## src/rtl/mii_rx_pkg.sv

```systemverilog
package mii_rx_pkg;
   typedef enum logic {
      ST_HUNT = 1'b0,
      ST_DATA = 1'b1
   } rx_state_e;

   function automatic logic nib_match(input logic [7:0] a, input logic [7:0] b);
      return a == b;
   endfunction
endpackage

```

## src/rtl/mii_rx_align.sv

```systemverilog
module mii_rx_align
   import mii_rx_pkg::*;
#(
   parameter int          NIB_W   = 4,
   parameter logic [7:0]  PRE_NIB = 8'h05,
   parameter logic [7:0]  SFD_NIB = 8'h0D
) (
   input  logic             clk,
   input  logic             rst_n,
   input  logic             dv_i,
   input  logic [NIB_W-1:0] nib_i,
   output logic             in_data_o,
   output logic             sfd_hit_o,
   output logic             take_o,
   output logic             end_o
);
   rx_state_e st_q;
   logic      prev_pre_q;
   logic      is_pre, is_sfd;

   assign is_pre    = nib_match(8'(nib_i), PRE_NIB);
   assign is_sfd    = nib_match(8'(nib_i), SFD_NIB);
   assign in_data_o = (st_q == ST_DATA);
   assign sfd_hit_o = dv_i && (st_q == ST_HUNT) && prev_pre_q && is_sfd;
   assign take_o    = dv_i && (st_q == ST_DATA);
   assign end_o     = !dv_i && (st_q == ST_DATA);

   always_ff @(posedge clk or negedge rst_n) begin
      if (!rst_n) begin
         st_q       <= ST_HUNT;
         prev_pre_q <= 1'b0;
      end else if (!dv_i) begin
         st_q       <= ST_HUNT;
         prev_pre_q <= 1'b0;
      end else if (st_q == ST_HUNT) begin
         prev_pre_q <= is_pre;
         if (sfd_hit_o) st_q <= ST_DATA;
      end
   end

   // data phase is only entered from a valid delimiter nibble
   p_entry_on_sfd_r2: assert property (@(posedge clk) disable iff (!rst_n)
      $rose(st_q == ST_DATA) |-> ($past(dv_i) && $past(is_sfd)));
endmodule

```

## src/rtl/mii_rx_pack.sv

```systemverilog
module mii_rx_pack #(
   parameter int NIB_W    = 4,
   parameter bit LO_FIRST = 1'b1,
   localparam int BYTE_W  = 2 * NIB_W
) (
   input  logic              clk,
   input  logic              rst_n,
   input  logic              dv_i,
   input  logic              er_i,
   input  logic [NIB_W-1:0]  nib_i,
   input  logic              sfd_i,
   input  logic              take_i,
   input  logic              end_i,
   output logic              valid_o,
   output logic [BYTE_W-1:0] data_o,
   output logic              first_o,
   output logic              last_o,
   output logic              bad_o
);
   logic              have_half_q;
   logic [NIB_W-1:0]  half_q;
   logic              held_v_q, held_first_q, first_pend_q, err_acc_q;
   logic [BYTE_W-1:0] held_q;
   logic [BYTE_W-1:0] byte_n;

   generate
      if (LO_FIRST) begin : g_lo_first
         assign byte_n = {nib_i, half_q};
      end else begin : g_hi_first
         assign byte_n = {half_q, nib_i};
      end
   endgenerate

   always_ff @(posedge clk or negedge rst_n) begin
      if (!rst_n) begin
         have_half_q  <= 1'b0;
         half_q       <= '0;
         held_v_q     <= 1'b0;
         held_first_q <= 1'b0;
         first_pend_q <= 1'b0;
         err_acc_q    <= 1'b0;
         held_q       <= '0;
         valid_o      <= 1'b0;
         data_o       <= '0;
         first_o      <= 1'b0;
         last_o       <= 1'b0;
         bad_o        <= 1'b0;
      end else begin
         valid_o <= 1'b0;
         first_o <= 1'b0;
         last_o  <= 1'b0;
         bad_o   <= 1'b0;
         if (!dv_i)     err_acc_q <= 1'b0;
         else if (er_i) err_acc_q <= 1'b1;
         if (sfd_i) begin
            have_half_q  <= 1'b0;
            held_v_q     <= 1'b0;
            first_pend_q <= 1'b1;
         end else if (take_i) begin
            if (!have_half_q) begin
               half_q      <= nib_i;
               have_half_q <= 1'b1;
            end else begin
               have_half_q  <= 1'b0;
               held_q       <= byte_n;
               held_first_q <= first_pend_q;
               first_pend_q <= 1'b0;
               held_v_q     <= 1'b1;
               if (held_v_q) begin
                  valid_o <= 1'b1;
                  data_o  <= held_q;
                  first_o <= held_first_q;
               end
            end
         end else if (end_i) begin
            have_half_q  <= 1'b0;
            held_v_q     <= 1'b0;
            first_pend_q <= 1'b0;
            if (held_v_q) begin
               valid_o <= 1'b1;
               data_o  <= held_q;
               first_o <= held_first_q;
               last_o  <= 1'b1;
               bad_o   <= err_acc_q | have_half_q;
            end
         end
      end
   end

   // error flag only rides on the closing beat
   p_bad_on_last_r6: assert property (@(posedge clk) disable iff (!rst_n)
      bad_o |-> last_o);
   // closing beat is a real beat and follows the fall of data-valid
   p_last_after_fall_r5: assert property (@(posedge clk) disable iff (!rst_n)
      last_o |-> (valid_o && !$past(dv_i)));
   // start flag only on a valid beat
   p_first_valid_r4: assert property (@(posedge clk) disable iff (!rst_n)
      first_o |-> valid_o);
endmodule

```

## src/rtl/mii_rx_sideband.sv

```systemverilog
module mii_rx_sideband #(
   parameter int         NIB_W    = 4,
   parameter logic [7:0] LPI_CODE = 8'h01,
   parameter logic [7:0] FC_CODE  = 8'h0E,
   parameter bit         FC_PULSE = 1'b1
) (
   input  logic             clk,
   input  logic             rst_n,
   input  logic             dv_i,
   input  logic             er_i,
   input  logic [NIB_W-1:0] nib_i,
   output logic             lpi_o,
   output logic             fc_o
);
   logic side, lpi_cond, fc_cond;

   assign side     = !dv_i && er_i;
   assign lpi_cond = side && (8'(nib_i) == LPI_CODE);
   assign fc_cond  = side && (8'(nib_i) == FC_CODE);

   always_ff @(posedge clk or negedge rst_n) begin
      if (!rst_n) lpi_o <= 1'b0;
      else        lpi_o <= lpi_cond;
   end

   generate
      if (FC_PULSE) begin : g_fc_pulse
         logic fc_seen_q;
         always_ff @(posedge clk or negedge rst_n) begin
            if (!rst_n) begin
               fc_seen_q <= 1'b0;
               fc_o      <= 1'b0;
            end else begin
               fc_seen_q <= fc_cond;
               fc_o      <= fc_cond && !fc_seen_q;
            end
         end
         // one pulse per occurrence
         p_fc_single_r10: assert property (@(posedge clk) disable iff (!rst_n)
            fc_o |=> !fc_o);
      end else begin : g_fc_level
         always_ff @(posedge clk or negedge rst_n) begin
            if (!rst_n) fc_o <= 1'b0;
            else        fc_o <= fc_cond;
         end
      end
   endgenerate

   // sideband indications need data-valid low in the prior cycle
   p_side_out_of_frame_r11: assert property (@(posedge clk) disable iff (!rst_n)
      (lpi_o || fc_o) |-> (!$past(dv_i) && $past(er_i)));
   p_lpi_fc_excl_r9: assert property (@(posedge clk) disable iff (!rst_n)
      !(lpi_o && fc_o));
endmodule

```

## src/rtl/mii_rx_assembler.sv

```systemverilog
module mii_rx_assembler #(
   parameter int          NIB_W    = 4,
   parameter logic [7:0]  PRE_NIB  = 8'h05,
   parameter logic [7:0]  SFD_NIB  = 8'h0D,
   parameter logic [7:0]  LPI_CODE = 8'h01,
   parameter logic [7:0]  FC_CODE  = 8'h0E,
   parameter bit          LO_FIRST = 1'b1,
   parameter bit          FC_PULSE = 1'b1,
   localparam int         BYTE_W   = 2 * NIB_W
) (
   input  logic              clk,
   input  logic              rst_n,
   input  logic [NIB_W-1:0]  rx_data,
   input  logic              rx_valid,
   input  logic              rx_err,
   output logic              beat_valid,
   output logic [BYTE_W-1:0] beat_data,
   output logic              beat_first,
   output logic              beat_last,
   output logic              beat_bad,
   output logic              lpi_seen,
   output logic              false_carrier
);
   generate
      if (NIB_W < 2 || NIB_W > 8) begin : g_bad_width
         $error("mii_rx_assembler: NIB_W out of range");
      end
      if (PRE_NIB == SFD_NIB) begin : g_bad_sfd
         $error("mii_rx_assembler: preamble and delimiter nibbles must differ");
      end
      if (LPI_CODE == FC_CODE) begin : g_bad_codes
         $error("mii_rx_assembler: sideband codes must differ");
      end
   endgenerate

   logic in_data, sfd_hit, take, frame_end;

   mii_rx_align #(.NIB_W(NIB_W), .PRE_NIB(PRE_NIB), .SFD_NIB(SFD_NIB)) u_align (
      .clk(clk), .rst_n(rst_n), .dv_i(rx_valid), .nib_i(rx_data),
      .in_data_o(in_data), .sfd_hit_o(sfd_hit), .take_o(take), .end_o(frame_end)
   );

   mii_rx_pack #(.NIB_W(NIB_W), .LO_FIRST(LO_FIRST)) u_pack (
      .clk(clk), .rst_n(rst_n), .dv_i(rx_valid), .er_i(rx_err), .nib_i(rx_data),
      .sfd_i(sfd_hit), .take_i(take), .end_i(frame_end),
      .valid_o(beat_valid), .data_o(beat_data), .first_o(beat_first),
      .last_o(beat_last), .bad_o(beat_bad)
   );

   mii_rx_sideband #(.NIB_W(NIB_W), .LPI_CODE(LPI_CODE), .FC_CODE(FC_CODE),
                     .FC_PULSE(FC_PULSE)) u_side (
      .clk(clk), .rst_n(rst_n), .dv_i(rx_valid), .er_i(rx_err), .nib_i(rx_data),
      .lpi_o(lpi_seen), .fc_o(false_carrier)
   );

   // every output beat comes from a frame already in its data phase
   p_beat_in_frame_r8: assert property (@(posedge clk) disable iff (!rst_n)
      beat_valid |-> $past(in_data));
endmodule

```

## config.mk

```make
export PLATFORM = sky130hd
export DESIGN_NAME = mii_rx_assembler
export DESIGN_NICKNAME = d
export VERILOG_FILES = /design/src/rtl/mii_rx_pkg.sv /design/src/rtl/mii_rx_align.sv /design/src/rtl/mii_rx_pack.sv /design/src/rtl/mii_rx_sideband.sv /design/src/rtl/mii_rx_assembler.sv
export SDC_FILE = /design/constraint.sdc
export NUM_CORES = 1
export LEC_CHECK = 0
export BUFFER_PORTS_ARGS = -buffer_cell sky130_fd_sc_hd__buf_2
export CORE_UTILIZATION = 58
export DETAILED_ROUTE_END_ITERATION = 7
export GPL_ROUTABILITY_DRIVEN = 0
export PLACE_DENSITY_LB_ADDON = 0.1
export REMOVE_ABC_BUFFERS = 1
export SLEW_MARGIN = 15
export SYNTH_ARGS = -nofsm -noshare
export SYNTH_HDL_FRONTEND = slang
export SYNTH_HIERARCHICAL = 1
export SYNTH_SLANG_ARGS = --single-unit
```

## constraint.sdc

```tcl
create_clock -name clk -period 3.6 [get_ports clk]
set_input_delay 0 -clock clk [delete_from_list [all_inputs] [get_ports clk]]
set_output_delay 0 -clock clk [all_outputs]
set_load 0.02 [all_outputs]
```

# == Word-level counts from Yosys, hierarchy flattened ==
# Cells that the tools add are included.
# classes
n_addsub,0
mul,0
div_mod_pow,0
n_lt_le_gt_ge,0
eq_ne,8
shift,0
n_mux,37
bitwise_logic,4
n_reduce_logical,17
# ops
op,n
1-bit two-way mux,33
8-bit two-way mux,4
1-bit logical AND,9
3-bit AND reduction,3
"4-bit == test, second input constant",2
"4-bit by 1-bit == test with 1-bit output, second input constant",1
"4-bit by 3-bit == test with 1-bit output, second input constant",1
"2-bit by 1-bit != test with 1-bit output, second input constant",2
"3-bit by 2-bit != test with 1-bit output, second input constant",1
1-bit NOT,3
3-bit nonzero test,1
1-bit logical NOT,2
"2-bit != test, second input constant",1
2-bit AND reduction,1
2-bit nonzero test,1
1-bit OR,1
# totals
regBits,34
latchBits,0
ramBits,0
rom_bits,0
n_memories,0

# == Logic depth before layout (Yosys ltp) ==
# depth
depth_word,7
mapped_depth,5
ltp_nobuf,5

# == Modules after synthesis ==
# Netlist, hierarchy kept.
# modules_own_cells
module,instances,cells_each,area_per_inst_um2,seq_area_each_um2
mii_rx_pack,1,68,1162.4,725.7
mii_rx_sideband,1,9,120.1,75.1
mii_rx_align,1,11,118.9,50.0

# == Least setup slack after synthesis ==
# No wires, ideal clock.
# synth_path
path_kind,flip-flop to flip-flop
from,"register u_align.st_q, in the netlist u_align/in_data_o"
to,register u_pack.held_first_q
arrival_ns,1.509
t_required_ns,3.475
slack_ns,1.966
stages_incl_launch_ff,5
path_buffers,0
cell_sequence,dfrtp_1 nand4b_1 nor2_1 nand3b_2 mux2_2
# synth_via
elab_chain_cells,6
# synth_lines
element,line_no,rtl
start: declaration,mii_rx_align.sv:17,rx_state_e st_q;
start signal: assignment,mii_rx_align.sv:30,st_q <= ST_HUNT;
start signal: assignment,mii_rx_align.sv:33,st_q <= ST_HUNT;
start signal: assignment,mii_rx_align.sv:37,if (sfd_hit_o) st_q <= ST_DATA;
1-bit NOT,mii_rx_align.sv:24,assign sfd_hit_o = dv_i && (st_q == ST_HUNT) && prev_pre_q && is_sfd;
1-bit logical AND (3 in a row),mii_rx_align.sv:24,
named net sfd_hit,mii_rx_assembler.sv:36,"logic in_data, sfd_hit, take, frame_end;"
1-bit NOT (no source line),n/a,
3-bit AND reduction (no source line),n/a,
end signal: assignment,mii_rx_pack.sv:66,held_first_q <= first_pend_q;
end: declaration,mii_rx_pack.sv:22,"logic held_v_q, held_first_q, first_pend_q, err_acc_q;"
# The timed path passes the listed nets, and every way through them passes these cells.
# A chain may end at the register's enable or synchronous reset.

# == Worst setup path after layout ==
# layout_path
from,"register u_align.st_q, in the netlist u_align/in_data_o"
to,register u_pack.held_q[5]
# layout_via
elab_chain_cells,6
# layout_lines
element,line_no,rtl
1-bit NOT,mii_rx_align.sv:24,
1-bit logical AND (3 in a row),mii_rx_align.sv:24,
named net sfd_hit,mii_rx_assembler.sv:36,
1-bit NOT (no source line),n/a,
3-bit AND reduction (no source line),n/a,
end signal: assignment,mii_rx_pack.sv:65,held_q <= byte_n;
end: declaration,mii_rx_pack.sv:23,logic [BYTE_W-1:0] held_q;
# The timed path passes the listed nets, and every way through them passes these cells.

==> impl_metrics.yaml <==
cells_and_area:
  largestRegisters: "u_pack/data_o x8, u_pack/held_q x8, u_pack/half_q x4"
  fillers: 162
  antenna_cells: 0
  stdcell_count: 151
  drive_gt1_share_pct: 48.0
  final_area_sq_um: 1660
  area_growth_syn_to_layout_pct: 18.3
  fin_nets: 131
  post-route-util_pct: 73.5
floorplan:
  std_cell_rows: 17
  die_h_microns: 51.2
  io_pins: 22
  initial_core_util_pct: 62.2
  coreArea_sq_um: 2250
  fp.dieW_microns: 51.2
  fp.dieArea_sq_um: 2620
clock_network:
  worst_skew_pair.late_latency_ns: 0.32
  cts-root-buf: "clkbuf_4"
  cts.sinks: 34
  path_clk_slew_ns: 0.09
  cts_max_level: 2
  cts_resized: 0
  cts_tree: "yes"
  clock_path_buffers: 2
  cts_setup_buffers: 0
  cts_buffers: 5
setup_path:
  rrSetupSlack_ns: 1.74
  crit_buf_inv: 0
  path_cells: "nand4b_1, nor2_1, nand3b_2, mux2_2"
  timing.critical_path.max_delay_family: "simple AND/OR/NAND/NOR gates"
  slowest_delay_ns: 0.43
  crit_slowest_cell: "dfrtp_1"
  required_ns: 3.81
  critPathCaptureType: "register"
  critPathKind: "reg -> reg"
  crit_fanout: 9
  crit_arrival_ns: 2.07
  cp-start-kind: "register"
synthesis:
  yosys.area_share.adder_pct: 0
  synth_seq_area_share_pct: 60.7
  syn_avg_cell_area_sq_um: 15.9
  synth_xor_area_share_pct: 0
  yosysUniqueCellTypes: 28
  synth.top_cell.area_share_pct: 60.7
  synth_compound_area_share_pct: 3.93
  yosys.area.top_type: "dfrtp_1"
  ys_seq_elements: 34
  syn_inst: 88
  syn-cell-area_sq_um: 1400
  ys_top_cells_by_area: "dfrtp_1, mux2_2, mux2_4"
  synthSimpleGateAreaFrac_pct: 12.4
  synth_common_cells: "dfrtp_1, mux2_2, mux2_4"
  yosysWarnings: 6
  synth.area.mux_share_pct: 21.3
  yosysMostFrequentCell: "dfrtp_1"
  synth_flop_cell: "dfrtp_1"
  synth_top_family_by_area: "multiplexers"
  async_flop_share_pct: 100
  synth-edff-count: 0
grt:
  antenna_found_initial: 0
  grt_pass1_wl_microns: 3550
  overflow: 0
  grt_max_degree: 35
  gr-usage-all-layers_pct: 20.2
  grt_pass1_vias: 784
placement:
  post-place-cells: 135
  dpl-instance-area_sq_um: 1520
  dp_hpwl_microns: 1360
  port_buffers: 21
worst_hold_path:
  hold_path_class: "in -> reg"
run_status:
  status: "finished, final reports clean"
pwr:
  peakVddDrop_v: 0.000327
  p_total_uw: 601
  p_leak_nw: 0.879
  powerDensity_nw_per_um2: 363
route:
  wl_per_cell_microns: 14.2
  detail_route.first_pass.iterations: 4
  routed_wl_microns: 2150
  vias: 794
  drt-initial-drc-count: 11
  ant_nets: 0
  via_per_inst: 5.26
  drc: 0
flow_run:
  max_cap_violations: 0
timing:
  relSlewSlack_pct: 51.2
  period_needed_ns: 1.86
  setup_viol: 0
  drv_slew: 0
  post-route-period-util_pct: 51.6
  tightest_slew_ns: 0.732
  finClkSkew_ns: 0.00599
  fmax_mhz: 538
  rsz0062_at_grt: "false"
  setup-tns-final_ns: 0
  finalHoldViolations: 0
==> cells by family (layout without fill, tap and decap cells) <==
| group | Yosys count | after routing |
|---|---|---|
| and+or+nand+nor | 22 | 22 |
| muxes | 23 | 23 |
| AOI/OAI and AO/OA | 6 | 6 |
| DFF | 34 | 34 |
| buffers and inverters | 3 | 38 |
==> final cells by class <==
type	instances	area, sq um	share of cell area (%)
Sequential cell	34	851	51.3
Multi-Input combinational cell	51	528	31.8
Timing Repair Buffer	30	195	11.8
Clock buffer	7	45.0	2.72
Tap cell	28	35.0	2.11
Inverter	1	3.75	0.226
==> placed cells by master (no fill, tap or decap) <==
cell type / count
nor2_1: 6
dfrtp_1: 34
a21o_2: 1
and2b_2: 1
buf_2: 21
o21bai_1: 1
nor3_2: 1
nand3b_1: 1
nand4bb_1: 2
nand2b_2: 1
a22oi_1: 1
nand3b_2: 1
nor2_8: 1
nand3_1: 1
mux2_2: 13
nand4b_1: 1
o21a_1: 2
mux2i_4: 1
dlygate4sd3_1: 9
nand2b_1: 1
nor3b_4: 1
mux2i_1: 1
o41ai_2: 1
and2_2: 2
mux2_4: 8
nand2_1: 1
clkbuf_4: 5
inv_2: 1
clkbuf_1: 2
nor3_1: 1
==> per-layer routing <==
layer  GRT usage, %  vias up  part of all wire (%)
met5              0        -                     0
met4           15.7        0                   4.2
met3           9.23        9                   4.9
met2           27.2       23                    43
met1           24.9      381                    48
li1               -      381                     -
==> power breakdown <==
| part | total, mW | switching, mW | internal, mW |
|---|---|---|---|
| clock | 0.183 | 0.110 | 0.0735 |
| combinational | 0.0291 | 0.0161 | 0.0130 |
| sequential | 0.389 | 0.00340 | 0.385 |
| total | 0.601 | 0.129 | 0.472 |
==> stage by stage <==
stage	hold slack, ns	setup WS [ns]
after floorplan	-0.296	1.97
after global placement	0.0878	1.84
after detailed placement	0.0986	1.78
after CTS	0.00817	1.76
after global routing	0.0382	1.65
final	0.0347	1.74
==> worst register-to-register path: cells and delay by family (launching register included) <==
| kind | cells | cell delay [ns] |
|---|---|---|
| simple gates | 3 | 0.94 |
| mux | 1 | 0.37 |
| flops | 1 | 0.43 |
==> worst paths after layout <==
check                                       startpoint  cells past startpoint                   to
max                                  u_align/in_data_o                      4     u_pack/held_q[5]
min                                           rx_valid                      3    u_align/in_data_o
max reg2reg                          u_align/in_data_o                      4     u_pack/held_q[5]
min reg2reg                u_side/g_fc_pulse.fc_seen_q                      1          u_side/fc_o
max in group asynchronous                        rst_n                      2     u_pack/data_o[6]
min in group asynchronous                        rst_n                      2  u_pack/first_pend_q
==> repair_timing <==
item                                    in CTS  in global routing
endpoints found under the setup margin       0                  0
hold endpoints to repair                    47                  0
hold buffers                                 9                  0
No activity file was read; power rests on OpenSTA's default activity.
